===== src/rtl/pipe5_pkg.sv =====
package pipe5_pkg;

    localparam int NSTG   = 5;
    localparam int ATTR_W = 3;

    localparam int STG_PF = 0;
    localparam int STG_D1 = 1;
    localparam int STG_AG = 2;
    localparam int STG_EX = 3;
    localparam int STG_RT = 4;

    localparam int ATTR_PFX = 0;
    localparam int ATTR_BIX = 1;
    localparam int ATTR_DIM = 2;

    // Attribute bits that cost an extra cycle in a given stage
    function automatic logic [ATTR_W-1:0] stage_xmask(input int stg);
        logic [ATTR_W-1:0] m;
        m = '0;
        if (stg == STG_D1) m[ATTR_PFX] = 1'b1;
        if (stg == STG_AG) begin
            m[ATTR_BIX] = 1'b1;
            m[ATTR_DIM] = 1'b1;
        end
        return m;
    endfunction

endpackage


===== src/rtl/pipe5_stage.sv =====
module pipe5_stage
    import pipe5_pkg::*;
#(
    parameter int               TAG_W = 8,
    parameter logic [ATTR_W-1:0] XMASK = '0
) (
    input  logic              clk,
    input  logic              rst,
    input  logic              stay_i,
    input  logic              up_v_i,
    input  logic [TAG_W-1:0]  up_tag_i,
    input  logic [ATTR_W-1:0] up_attr_i,
    output logic              v_o,
    output logic [TAG_W-1:0]  tag_o,
    output logic [ATTR_W-1:0] attr_o,
    output logic              xhold_o
);

    typedef struct packed {
        logic              v;
        logic [TAG_W-1:0]  tag;
        logic [ATTR_W-1:0] attr;
        logic              xtra;
    } stg_t;

    stg_t stg_d, stg_q;
    logic xneed;

    always_comb begin
        xneed = stg_q.v && ((stg_q.attr & XMASK) != '0) && !stg_q.xtra;
        stg_d = stg_q;
        if (stay_i && stg_q.v) begin
            stg_d.xtra = stg_q.xtra | xneed;
        end else begin
            stg_d.v    = up_v_i;
            stg_d.tag  = up_tag_i;
            stg_d.attr = up_attr_i;
            stg_d.xtra = 1'b0;
        end
    end

    always_ff @(posedge clk) begin
        if (rst) stg_q <= '0;
        else     stg_q <= stg_d;
    end

    assign v_o     = stg_q.v;
    assign tag_o   = stg_q.tag;
    assign attr_o  = stg_q.attr;
    assign xhold_o = xneed;

    AST_XTRA_KEEPS_TOKEN: assert property (@(posedge clk) disable iff (rst)
        xhold_o |=> (stg_q.v && $stable(stg_q.tag))) else $error("extra cycle lost token");

    AST_XTRA_SINGLE: assert property (@(posedge clk) disable iff (rst)
        (xhold_o && stay_i) |=> !xhold_o) else $error("extra cycle repeated");

endmodule


===== src/rtl/pipe5_hold_ctl.sv =====
module pipe5_hold_ctl
    import pipe5_pkg::*;
(
    input  logic            ex_stall_i,
    input  logic [NSTG-1:0] xhold_i,
    input  logic            pf_v_i,
    output logic [NSTG-1:0] stay_o,
    output logic            in_ready_o
);

    assign stay_o[NSTG-1] = xhold_i[NSTG-1];

    for (genvar i = NSTG - 2; i >= 0; i--) begin : g_chain
        if (i == STG_EX) begin : g_ex
            assign stay_o[i] = xhold_i[i] | ex_stall_i | stay_o[i+1];
        end else begin : g_plain
            assign stay_o[i] = xhold_i[i] | stay_o[i+1];
        end
    end

    assign in_ready_o = !(pf_v_i && stay_o[STG_PF]);

endmodule


===== src/rtl/pipe5_seq.sv =====
module pipe5_seq
    import pipe5_pkg::*;
#(
    parameter int TAG_W = 8
) (
    input  logic              clk,
    input  logic              rst,
    input  logic              in_valid,
    output logic              in_ready,
    input  logic [TAG_W-1:0]  in_tag,
    input  logic [ATTR_W-1:0] in_attr,
    input  logic              ex_stall,
    output logic              done_valid,
    output logic [TAG_W-1:0]  done_tag
);

    logic [NSTG-1:0]   stg_v;
    logic [NSTG-1:0]   stay;
    logic [NSTG-1:0]   xhold;
    logic [TAG_W-1:0]  stg_tag  [NSTG];
    logic [ATTR_W-1:0] stg_attr [NSTG];

    pipe5_hold_ctl u_hold (
        .ex_stall_i (ex_stall),
        .xhold_i    (xhold),
        .pf_v_i     (stg_v[STG_PF]),
        .stay_o     (stay),
        .in_ready_o (in_ready)
    );

    for (genvar i = 0; i < NSTG; i++) begin : g_stg
        logic              up_v;
        logic [TAG_W-1:0]  up_tag;
        logic [ATTR_W-1:0] up_attr;

        if (i == 0) begin : g_head
            assign up_v    = in_valid;
            assign up_tag  = in_tag;
            assign up_attr = in_attr;
        end else begin : g_link
            assign up_v    = stg_v[i-1] && !stay[i-1];
            assign up_tag  = stg_tag[i-1];
            assign up_attr = stg_attr[i-1];
        end

        pipe5_stage #(
            .TAG_W (TAG_W),
            .XMASK (stage_xmask(i))
        ) u_stage (
            .clk       (clk),
            .rst       (rst),
            .stay_i    (stay[i]),
            .up_v_i    (up_v),
            .up_tag_i  (up_tag),
            .up_attr_i (up_attr),
            .v_o       (stg_v[i]),
            .tag_o     (stg_tag[i]),
            .attr_o    (stg_attr[i]),
            .xhold_o   (xhold[i])
        );
    end

    assign done_valid = stg_v[STG_RT];
    assign done_tag   = stg_tag[STG_RT];

    AST_READY_WHEN_EMPTY: assert property (@(posedge clk) disable iff (rst)
        !stg_v[STG_PF] |-> in_ready) else $error("ready low with empty fetch");

    AST_FETCH_HELD: assert property (@(posedge clk) disable iff (rst)
        (stg_v[STG_PF] && !in_ready) |=> (stg_v[STG_PF] && $stable(stg_tag[STG_PF]))) else $error("fetch slot lost");

    AST_STALL_BUBBLE: assert property (@(posedge clk) disable iff (rst)
        ex_stall |=> !done_valid) else $error("retire during stall");

    AST_DONE_FROM_EX: assert property (@(posedge clk) disable iff (rst)
        done_valid |-> ($past(stg_v[STG_EX]) && !$past(ex_stall))) else $error("completion without source");

endmodule


===== config.mk =====
export PLATFORM = sky130hd
export DESIGN_NAME = pipe5_seq
export DESIGN_NICKNAME = d
export VERILOG_FILES = /design/src/rtl/pipe5_pkg.sv /design/src/rtl/pipe5_stage.sv /design/src/rtl/pipe5_hold_ctl.sv /design/src/rtl/pipe5_seq.sv
export SDC_FILE = /design/constraint.sdc
export NUM_CORES = 1
export LEC_CHECK = 0
export CAP_MARGIN = 20
export CORE_AREA = 10 10 91 73
export CTS_CLUSTER_SIZE = 28
export DETAILED_ROUTE_END_ITERATION = 12
export DIE_AREA = 0 0 101 83
export GPL_ROUTABILITY_DRIVEN = 0
export GPL_TIMING_DRIVEN = 0
export HOLD_SLACK_MARGIN = 0.12
export SYNTH_ARGS = -nofsm -noshare
export SYNTH_HDL_FRONTEND = slang
export SYNTH_SLANG_ARGS = --single-unit

===== constraint.sdc =====
create_clock -name clk -period 1.64 [get_ports clk]
set_input_delay 0.41 -clock clk [delete_from_list [all_inputs] [get_ports clk]]
set_output_delay 0.41 -clock clk [all_outputs]
set_load 0.02 [all_outputs]

# --- Word-level counts from Yosys, hierarchy flattened ---
# Cells that the tools add are included.
classes:
  n_reduce_logical: 21
  n_bitwise: 6
ops:
  columns: ["cell", "count"]
  rows:
  - ["1-bit logical AND", 12]
  - ["1-bit zero test", 6]
  - ["1-bit OR", 4]
  - ["2-bit OR reduction", 2]
  - ["3-bit nonzero test", 1]
  - ["1-bit inverter", 2]
totals:
  in_bits: 15
  elab_cells: 42
  ff_bits: 56

# --- Depth between registers and ports, before layout ---
# Gate-level depths: netlist of the first run.
logic_depth:
  depth_word: 8
  depth_mapped: 5

# --- By module ---
# Synthesis of the first run repeated with hierarchy kept, for this count alone.
hier_totals:
  cells_unflattened: 311
  area_unflattened_um2: 3145.5
modules_own_cells:
  columns: ["module", "cells_each", "n_inst", "area_each_um2", "seq_area_each_um2"]
  rows:
  - ["pipe5_stage (g_stg[0].u_stage ...)", 54, 3, 561.8, 240.2]
  - ["pipe5_stage (g_stg[2].u_stage)", 70, 1, 685.7, 260.2]
  - ["pipe5_stage (g_stg[1].u_stage)", 69, 1, 671.9, 260.2]
  - ["pipe5_seq", 4, 1, 55.1, 0.0]
  - ["pipe5_hold_ctl", 6, 1, 47.5, 0.0]

# --- Worst setup path before layout of the first run ---
# Ideal clock, no wire load.
synth_timing:
  kind: "input-to-output"
  from: "input ex_stall"
  to: "output in_ready"
  t_arrival_ns: 1.212
  required_ns: 1.230
  path_slack_ns: 0.018
  cell_stages: 5
  cell_sequence: "clkbuf_1 > a21oi_1 > a21boi_2 > buf_6 > inv_1"
synth_via:
  elab_chain_cells: 4
synth_rtl:
  columns: ["element", "line", "rtl"]
  rows:
  - ["from (decl)", "pipe5_seq.sv:12", "input logic ex_stall,"]
  - ["1-bit OR (2 in series)", "pipe5_hold_ctl.sv:17", "assign stay_o[i] = xhold_i[i] | stay_o[i+1];"]
  - ["1-bit logical AND", "pipe5_hold_ctl.sv:21", "assign in_ready_o = !(pf_v_i && stay_o[STG_PF]);"]
  - ["1-bit zero test", "pipe5_hold_ctl.sv:21", null]
  - ["to (decl)", "pipe5_seq.sv:9", "output logic in_ready,"]
# No other way between the ends.

# --- Final worst setup path of the first run ---
layout_timing:
  from: "register g_stg[2].u_stage.stg_q[0] in the netlist's numbering"
  to: "output in_ready"
layout_via:
  elab_chain_cells: 6
layout_rtl:
  columns: ["element", "line", "rtl"]
  rows:
  - ["from (decl)", "pipe5_stage.sv:26", "stg_t stg_d, stg_q;"]
  - ["from (signal assigned)", "pipe5_stage.sv:44", "else stg_q <= stg_d;"]
  - ["1-bit zero test", "pipe5_stage.sv:30", "xneed = stg_q.v && ((stg_q.attr & XMASK) != '0) && !stg_q.xtra;"]
  - ["1-bit logical AND", "pipe5_stage.sv:30", null]
  - ["1-bit OR (2 in series)", "pipe5_hold_ctl.sv:17", null]
  - ["1-bit logical AND", "pipe5_hold_ctl.sv:21", null]
  - ["1-bit zero test", "pipe5_hold_ctl.sv:21", null]
# No other way between the ends.

==> flow_summary.yaml, run 1 <==
status:
  violations: "negative setup slack"
  status: "finished with violations"
critical_path:
  path_max_fanout: 2
  start_point_of_the_critical_path: "g_stg[2].u_stage.stg_q[0]"
  critPathArrivalTime_ns: 1.36
  crit_path_max_incr_delay_ns: 0.33
  rr_worst_depth: 5
  worst-setup-path-type: "reg -> out"
  regToRegSetupSlack_ns: 0.11
  setup.worst_path.end_class: "primary output"
  worst-endpoint-required_ns: 1.23
  path_cells: "o21ba_4 > nand2_2 > a21boi_4 > buf_8 > inv_2 > buf_6"
  reg2reg_from: "g_stg[2].u_stage.attr_o[1]"
  cpMaxStageDelayCell: "dfxtp_2"
  timing.critical_path.from_type: "flop"
  worstReg2RegEnd: "g_stg[1].u_stage.tag_o[2]"
finish:
  fillCellCount: 455
  synthToLayoutAreaGrowth_pct: 22.8
  drive_gt1_share_pct: 12.7
  insertedDiodeCount: 0
  design.final.nets: 259
  final_common_cell: "dfxtp_1"
  most_used_cells_in_the_layout_excluding_fill_and_tap_cells: "dfxtp_1, nand2b_1, nand2_1"
grt:
  grtUsageMet1_pct: 12.5
  globalRouteMet3Util_pct: 3.64
  grt-ovfl-total: 0
  grt_use_total_pct: 9.75
  grt_pass1_vias: 1483
  top_usage_layer: "met2"
  grt_max_degree: 18
  grt_antenna_before_repair: 0
  global_route_track_usage_on_met2_pct: 14.7
  wire_length_of_the_first_global_routing_pass_um: 6820
die:
  io_pins: 25
  dieHeight_um: 83
  initial_core_utilization_pct: 42.9
  core_area_sq_mm: 0.00482
  core.rowCount: 22
  die_w_um: 101
  dieArea_sq_mm: 0.00838
sta:
  finalSetupViolCount: 1
  worst_pin_slew_ns: 0.519
  min_cycle_time_layout_ns: 1.77
  finalWorstSetupSlack_ns: -0.126
  fin_skew_ns: 0.00905
  worst_slew_margin_pct: 65.4
  final_hold_fails: 0
  finalMaxSlewViolations: 0
  setup_tns_final_ns: -0.126
  rsz_0062_raised_after_global_routing: "true"
  fmaxAchievable_mhz: 566
  portion_of_the_clock_cycle_consumed_by_the_worst_path_in_the_final_layout_pct: 108
power_and_ir_drop:
  internal_power_mw: 2.10
  vdd.ir_drop.worst_v: 0.000677
  cellLeakagePower_nw: 0.971
  power_density_mw_per_mm2: 1040
  power_switching_share_pct: 20.9
  switching_power_uw: 553
  share_seq_of_total_power_pct: 53.0
  combinational_group_share_of_total_power_pct: 7.6
  clock_power_share_pct: 39.4
detailed_routing:
  drt.antenna.violating_nets: 0
  drc: 0
  drt_iter0_drc: 47
  drt-vias-per-instance: 4.79
  routed_wire_length_per_instance_um: 13.0
  wirelength_um: 3960
  number_of_detailed_route_iterations_in_the_first_pass: 4
  vias: 1462
cts:
  cts-buffers-inserted: 5
  ctsRootBufferMaster: "clkbuf_8"
  htree_num_levels: 2
  cts.clk_slew.worst_paths_ns: 0.10
  clk_latency_ns: 0.31
  cts.path.max_buffers: 2
  ctsHoldBuffers: 0
  cts.sinks: 55
  cts_tree: "yes"
placement:
  detailed_placement_wirelength_estimate_um: 2780
  port_buffers: 22
  place_ws_ns: -0.639
synthesis:
  post_synth_instance_area_sq_mm: 0.00207
  syn_inst: 211
  yosys_warn_count: 0
  postSynthRegisterBits: 55
  syn_nets: 226
  synthesis.area_per_instance_sq_um: 9.79
  synth.yosys.seq_area_share_pct: 53.3
  post_synth_num_cell_types: 22
hold_path:
  min_delay_path_depth: 2
  timing.hold.worst_endpoint: "g_stg[2].u_stage.tag_o[4]"
  holdCritStartpoint: "g_stg[1].u_stage.tag_o[4]"
  hold_path_class: "reg -> reg"
run:
  max-cap-violations: 0
timing repair:
action | CTS | global route
gates cloned | 0 | 0
pin swaps | 1 | 0
setup buffers | 4 | 0
setup endpoints to repair | 10 | 1
resized for setup | 21 | 1
flip-flops by register name, indices dropped and copies added, names as in the netlist:
name / count
g_stg.u_stage.attr_o: 8
g_stg.u_stage.stg_q: 2
g_stg.u_stage.tag_o: 40
g_stg.u_stage.v_o: 5
kinds of logic after synthesis:
family	Yosys count	share of synthesized area, %
and+or+nand+nor	87	22.6
muxes	22	10.7
buffers and inverters	14	3.21
DFF	55	53.3
AOI/OAI and AO/OA	33	10.2
per-layer routing:
metal | up-vias | share of wire [%] | routed length (um)
met1 | 681 | 52 | 2050
met5 | - | 0 | 0
met3 | 2 | 4.9 | 195
met2 | 17 | 43 | 1700
li1 | 762 | - | -
met4 | 0 | 0.38 | 15
power groups by stage:
stage / combinational, mW / clock [mW] / sequential (mW)
2_1_floorplan: 0.124 / 0 / 1.43
3_3_place_gp: 0.190 / 0 / 1.44
3_5_place_dp: 0.191 / 0 / 1.44
4_1_cts: 0.202 / 1.07 / 1.41
5_1_grt: 0.223 / 1.11 / 1.41
6_report: 0.201 / 1.04 / 1.41
stage by stage:
| stage | cell area, sq um | std cells | power, mW | hold slack, ns | utilization (%) |
|---|---|---|---|---|---|
| floorplan | 2070 | 211 | 1.56 | 0.432 | - |
| global placement | 2360 | 293 | 1.63 | 0.442 | 49.0 |
| detailed placement | 2360 | 293 | 1.63 | 0.447 | 49.0 |
| CTS | 2540 | 305 | 2.68 | 0.460 | 52.6 |
| global route | 2540 | 305 | 2.75 | 0.477 | 52.7 |
| finish | 2540 | 305 | 2.65 | 0.456 | 52.7 |
how the worst max path moves through the flow:
stage                           to  depth (start not counted)
final                     in_ready                          6
after global routing      in_ready                          6
after CTS                 in_ready                          6
after detailed placement  in_ready                          6
after global placement    in_ready                          6
after floorplan           in_ready                          5
final cells by class:
type,count,area (sq um),share of cell area [%]
inverter,1,3.75,0.148
multi-input combinational,142,912,35.9
sequential,55,1100,43.5
timing repair buffer,26,240,9.47
tap,60,75.1,2.96
buffer,13,66.3,2.61
clock inverter,3,67.6,2.66
clock buffer,5,68.8,2.71
cells in the mapped netlist, drive strengths merged:
master | number | area share (%)
inv | 1 | 0.18
a21oi | 25 | 6.1
nand2 | 32 | 5.8
o21a | 1 | 0.36
mux2i | 22 | 11
nor2b | 9 | 3.1
o21ai | 2 | 1.0
buf | 7 | 1.9
clkbuf | 6 | 1.1
a21boi | 2 | 1.1
nand3 | 9 | 2.2
nor3b | 3 | 1.1
o21ba | 2 | 1.3
or2b | 2 | 0.73
a21o | 1 | 0.42
dfxtp | 55 | 53
nand2b | 32 | 9.7
worst max-delay path: cells and delay by family (launching register included):
family                 cells  cell delay (ns)
and+or+nand+nor            1             0.06
DFF                        1             0.33
buffers and inverters      3             0.26
AOI/OAI and AO/OA          2             0.39
Power figures use the tool's default switching activity.
==> run 2: changes to the inputs <==
--- a/config.mk
+++ b/config.mk
@@ -13,6 +13,8 @@
 export GPL_ROUTABILITY_DRIVEN = 0
 export GPL_TIMING_DRIVEN = 0
 export HOLD_SLACK_MARGIN = 0.12
+export MAX_ROUTING_LAYER = met4
+export PLACE_DENSITY = 0.75
 export SYNTH_ARGS = -nofsm -noshare
 export SYNTH_HDL_FRONTEND = slang
 export SYNTH_SLANG_ARGS = --single-unit
==> flow_summary.yaml, run 2 (synthesis gave the netlist of run 1 again) <==
sta:
  worst_pin_slew_ns: 0.493
  finalWorstSetupSlack_ns: -0.137
  fmaxAchievable_mhz: 563
  finalMaxSlewViolations: 0
  setup_tns_final_ns: -0.137
  portion_of_the_clock_cycle_consumed_by_the_worst_path_in_the_final_layout_pct: 108
  finalSetupViolCount: 1
  final_hold_fails: 0
  fin_skew_ns: 0.00437
  min_cycle_time_layout_ns: 1.78
  rsz_0062_raised_after_global_routing: "true"
  worst_slew_margin_pct: 67.1
critical_path:
  setup.worst_path.end_class: "primary output"
  critPathArrivalTime_ns: 1.37
  timing.critical_path.from_type: "flop"
  worst-setup-path-type: "reg -> out"
  regToRegSetupSlack_ns: 0.13
  path_max_fanout: 2
  path_cells: "o21ba_4 > nand2_2 > a21boi_2 > buf_6 > inv_2 > buf_6"
  crit_path_max_incr_delay_ns: 0.33
  cpMaxStageDelayCell: "dfxtp_2"
  worst-endpoint-required_ns: 1.23
  reg2reg_from: "g_stg[2].u_stage.attr_o[1]"
  worstReg2RegEnd: "g_stg[1].u_stage.tag_o[0]"
  rr_worst_depth: 5
  critical-path-top-cell-by-count: "buf_6"
hold_path:
  min_delay_path_depth: 2
  hold_path_class: "reg -> reg"
  holdCritStartpoint: "g_stg[2].u_stage.tag_o[0]"
  timing.hold.worst_endpoint: "g_stg[2].u_stage.tag_o[0]"
status:
  violations: "negative setup slack"
  status: "finished with violations"
detailed_routing:
  vias: 1478
  drt_iter0_drc: 48
  drc: 0
  routed_wire_length_per_instance_um: 13.0
  drt.antenna.violating_nets: 0
  drt-vias-per-instance: 4.85
  wirelength_um: 3970
  number_of_detailed_route_iterations_in_the_first_pass: 4
die:
  core_area_sq_mm: 0.00482
  dieHeight_um: 83
  initial_core_utilization_pct: 42.9
  die_w_um: 101
  io_pins: 25
  dieArea_sq_mm: 0.00838
  core.rowCount: 22
power_and_ir_drop:
  power_density_mw_per_mm2: 959
  vdd.ir_drop.worst_v: 0.000609
  report.power.total_mw: 2.40
  cellLeakagePower_nw: 0.996
finish:
  drive_gt1_share_pct: 11.8
  largest_register_ffs: 40
  final_common_cell: "dfxtp_1"
  finish.utilization_pct: 51.8
  synthToLayoutAreaGrowth_pct: 20.9
  insertedDiodeCount: 0
  design.final.nets: 259
  most_used_cells_in_the_layout_excluding_fill_and_tap_cells: "dfxtp_1, nand2b_1, nand2_1"
cts:
  cts.sinks: 55
  cts_tree: "yes"
  cts.path.max_buffers: 2
  cts.clk_slew.worst_paths_ns: 0.09
  htree_num_levels: 2
  ctsRootBufferMaster: "clkbuf_8"
  clk_latency_ns: 0.30
  cts-buffers-inserted: 5
grt:
  grt_use_total_pct: 9.86
  wire_length_of_the_first_global_routing_pass_um: 6760
  grt-ovfl-total: 0
  grt_max_degree: 16
  grt_pass1_vias: 1451
  grt_antenna_before_repair: 0
run:
  max-cap-violations: 0
placement:
  port_buffers: 22
  detailed_placement_wirelength_estimate_um: 2830
run 2: how the worst max path moves through the flow:
stage,from,to
2_1_floorplan,ex_stall,in_ready
6_report,g_stg[2].u_stage.stg_q[0],in_ready
5_1_grt,g_stg[2].u_stage.stg_q[0],in_ready
4_1_cts,g_stg[2].u_stage.stg_q[0],in_ready
3_5_place_dp,ex_stall,in_ready
3_3_place_gp,ex_stall,in_ready
run 2: what timing repair did:
action                     4_1_cts  5_1_grt
gates resized for setup         16        3
buffers inserted                 4        0
pin swaps                        1        0
hold buffers                     0        0
setup endpoints to repair        7        4
run 2: power by group:
group | total (mW) | internal [mW] | switching (mW)
sequential | 1.41 | 1.38 | 0.0218
clock | 0.793 | 0.386 | 0.407
combinational | 0.197 | 0.103 | 0.0944
total | 2.40 | 1.87 | 0.523
run 2: layer usage:
layer  vias up  GRT usage (%)  wire (um)
li1        759              -          -
met1       694           13.1       2080
met4         0           2.52         27
met5         -              -          0
met2        22           14.2       1730
met3         3           2.98        138
run 2: per-stage QoR:
step                      instance area (sq um)  worst slack [ns]  hold slack, ns  instances
final                                      2500            -0.137           0.459        305
after global routing                       2500            -0.203           0.488        305
after CTS                                  2490            -0.146           0.461        305
after detailed placement                   2360            -0.606           0.447        293
after global placement                     2360            -0.596           0.439        293
after floorplan                            2070            0.0183           0.432        211
run 2: area by class of cell:
class                      instances  area [sq um]
multi-input combinational        142           901
clock buffer                       8           100
sequential                        55          1100
inverter                           1          3.75
tap                               60          75.1
fill                             441          2320
timing repair buffer              26           251
buffer                            13          62.6
run 2: critical path, delay by kind of cell (launching register included):
family | cells | cell delay [ns]
compound gates | 2 | 0.42
flops | 1 | 0.33
buf+inv | 3 | 0.28
simple gates | 1 | 0.05
==> run 3: changes to the inputs <==
--- a/config.mk
+++ b/config.mk
@@ -15,6 +15,7 @@
 export HOLD_SLACK_MARGIN = 0.12
 export MAX_ROUTING_LAYER = met4
 export PLACE_DENSITY = 0.75
+export SETUP_SLACK_MARGIN = 0.05
 export SYNTH_ARGS = -nofsm -noshare
 export SYNTH_HDL_FRONTEND = slang
 export SYNTH_SLANG_ARGS = --single-unit
==> flow_summary.yaml, run 3 (synthesis gave the netlist of run 1 again) <==
grt:
  wire_length_of_the_first_global_routing_pass_um: 6890
  grt_antenna_before_repair: 0
  grt_pass1_vias: 1492
  grt_use_total_pct: 10.1
  grt-ovfl-total: 0
  grt_max_degree: 16
critical_path:
  worst-setup-path-type: "reg -> out"
  worstReg2RegEnd: "g_stg[1].u_stage.tag_o[3]"
  reg2reg_from: "g_stg[2].u_stage.attr_o[1]"
  critical-path-top-cell-by-count: "buf_6"
  worst-endpoint-required_ns: 1.23
  path_cells: "o21ba_4 > nand2_2 > a21boi_4 > buf_6 > inv_2 > buf_6"
  path_max_fanout: 2
  timing.critical_path.from_type: "flop"
  critPathArrivalTime_ns: 1.36
  cpMaxStageDelayCell: "dfxtp_2"
  crit_path_max_incr_delay_ns: 0.33
  rr_worst_depth: 6
  setup.worst_path.end_class: "primary output"
  regToRegSetupSlack_ns: 0
hold_path:
  min_delay_path_depth: 2
  timing.hold.worst_endpoint: "g_stg[2].u_stage.tag_o[5]"
  holdCritStartpoint: "g_stg[1].u_stage.tag_o[5]"
  hold_path_class: "reg -> reg"
detailed_routing:
  drc: 0
  vias: 1481
  routed_wire_length_per_instance_um: 13.2
  number_of_detailed_route_iterations_in_the_first_pass: 5
  drt.antenna.violating_nets: 0
  drt_iter0_drc: 42
  drt-vias-per-instance: 4.84
  wirelength_um: 4030
sta:
  worst_pin_slew_ns: 0.527
  finalSetupViolCount: 1
  worst_slew_margin_pct: 64.9
  fmaxAchievable_mhz: 565
  finalWorstSetupSlack_ns: -0.130
  portion_of_the_clock_cycle_consumed_by_the_worst_path_in_the_final_layout_pct: 108
  finalMaxSlewViolations: 0
  fin_skew_ns: 0.00794
  final_hold_fails: 0
  min_cycle_time_layout_ns: 1.77
  rsz_0062_raised_after_global_routing: "true"
finish:
  largest_register_ffs: 40
  insertedDiodeCount: 0
  final_common_cell: "dfxtp_1"
  synthToLayoutAreaGrowth_pct: 21.5
  drive_gt1_share_pct: 13.4
  finish.utilization_pct: 52.1
  most_used_cells_in_the_layout_excluding_fill_and_tap_cells: "dfxtp_1, nand2b_1, nand2_1"
  fillCellCount: 446
  design.final.nets: 260
  final_cells: 306
die:
  core_area_sq_mm: 0.00482
  dieArea_sq_mm: 0.00838
  initial_core_utilization_pct: 42.9
  io_pins: 25
  core.rowCount: 22
  dieHeight_um: 83
  die_w_um: 101
cts:
  cts.clk_slew.worst_paths_ns: 0.09
  cts.path.max_buffers: 2
  clk_latency_ns: 0.31
  cts.sinks: 55
  htree_num_levels: 2
  cts_tree: "yes"
  cts-buffers-inserted: 5
  ctsRootBufferMaster: "clkbuf_8"
placement:
  detailed_placement_wirelength_estimate_um: 2770
  dp.cells: 293
  port_buffers: 22
run:
  max-cap-violations: 0
status:
  violations: "negative setup slack"
  status: "finished with violations"
power_and_ir_drop:
  power_density_mw_per_mm2: 960
  vdd.ir_drop.worst_v: 0.000487
  cellLeakagePower_nw: 0.968
==> run 3: report_power, final <==
part | internal (mW) | switching [mW]
Clock | 0.386 | 0.415
Combinational | 0.106 | 0.0960
Sequential | 1.38 | 0.0226
==> run 3: what timing repair did <==
action                     4_1_cts  5_1_grt
pin swaps                        1        1
setup endpoints to repair       10       12
setup buffers                    4        1
hold buffers                     0        0
resized for setup               18        6
==> run 3: per-stage QoR <==
stage / area, sq um / setup TNS (ns) / total power, mW / setup WS [ns] / hold WS (ns)
after floorplan: 2070 / 0 / 1.56 / 0.0713 / 0.432
after global routing: 2510 / -0.918 / 2.52 / -0.223 / 0.480
after global placement: 2360 / -0.525 / 1.62 / -0.525 / 0.443
after CTS: 2490 / -0.178 / 2.43 / -0.178 / 0.455
final: 2510 / -0.130 / 2.41 / -0.130 / 0.449
after detailed placement: 2360 / -0.538 / 1.63 / -0.538 / 0.446
==> run 3: how the worst max path moves through the flow <==
stage / start / to / slack [ns] / cells after the start
CTS: g_stg[2].u_stage.stg_q[0] / in_ready / -0.18 / 6
floorplan: ex_stall / in_ready / 0.07 / 5
global placement: ex_stall / in_ready / -0.53 / 6
detailed placement: ex_stall / in_ready / -0.54 / 6
finish: g_stg[2].u_stage.stg_q[0] / in_ready / -0.13 / 6
global route: g_stg[1].u_stage.attr_o[0] / in_ready / -0.22 / 6
==> run 3: critical path, delay by kind of cell (launching register included) <==
| family | cells | cell delay (ns) |
|---|---|---|
| compound gates | 2 | 0.39 |
| buf+inv | 3 | 0.27 |
| flops | 1 | 0.33 |
| simple gates | 1 | 0.07 |
==> run 3: per-layer routing <==
metal / up-vias / part of all wire, % / global-route usage [%] / wire, um
li1: 764 / - / - / -
met1: 694 / 49 / 12.8 / 1980
met2: 16 / 46 / 14.7 / 1830
met3: 7 / 4.0 / 3.89 / 163
met4: 0 / 1.1 / 2.64 / 45
met5: - / 0 / - / 0
==> run 3: area by class of cell <==
type	instances	area, sq um	share of cell area, %
flip-flops and latches	55	1100	44.0
multi-input cells	142	912	36.3
repair buffers	27	248	9.87
clock buffers	8	100	3.99
well taps	60	75.1	2.99
plain buffers	13	66.3	2.64
inverters	1	3.75	0.150
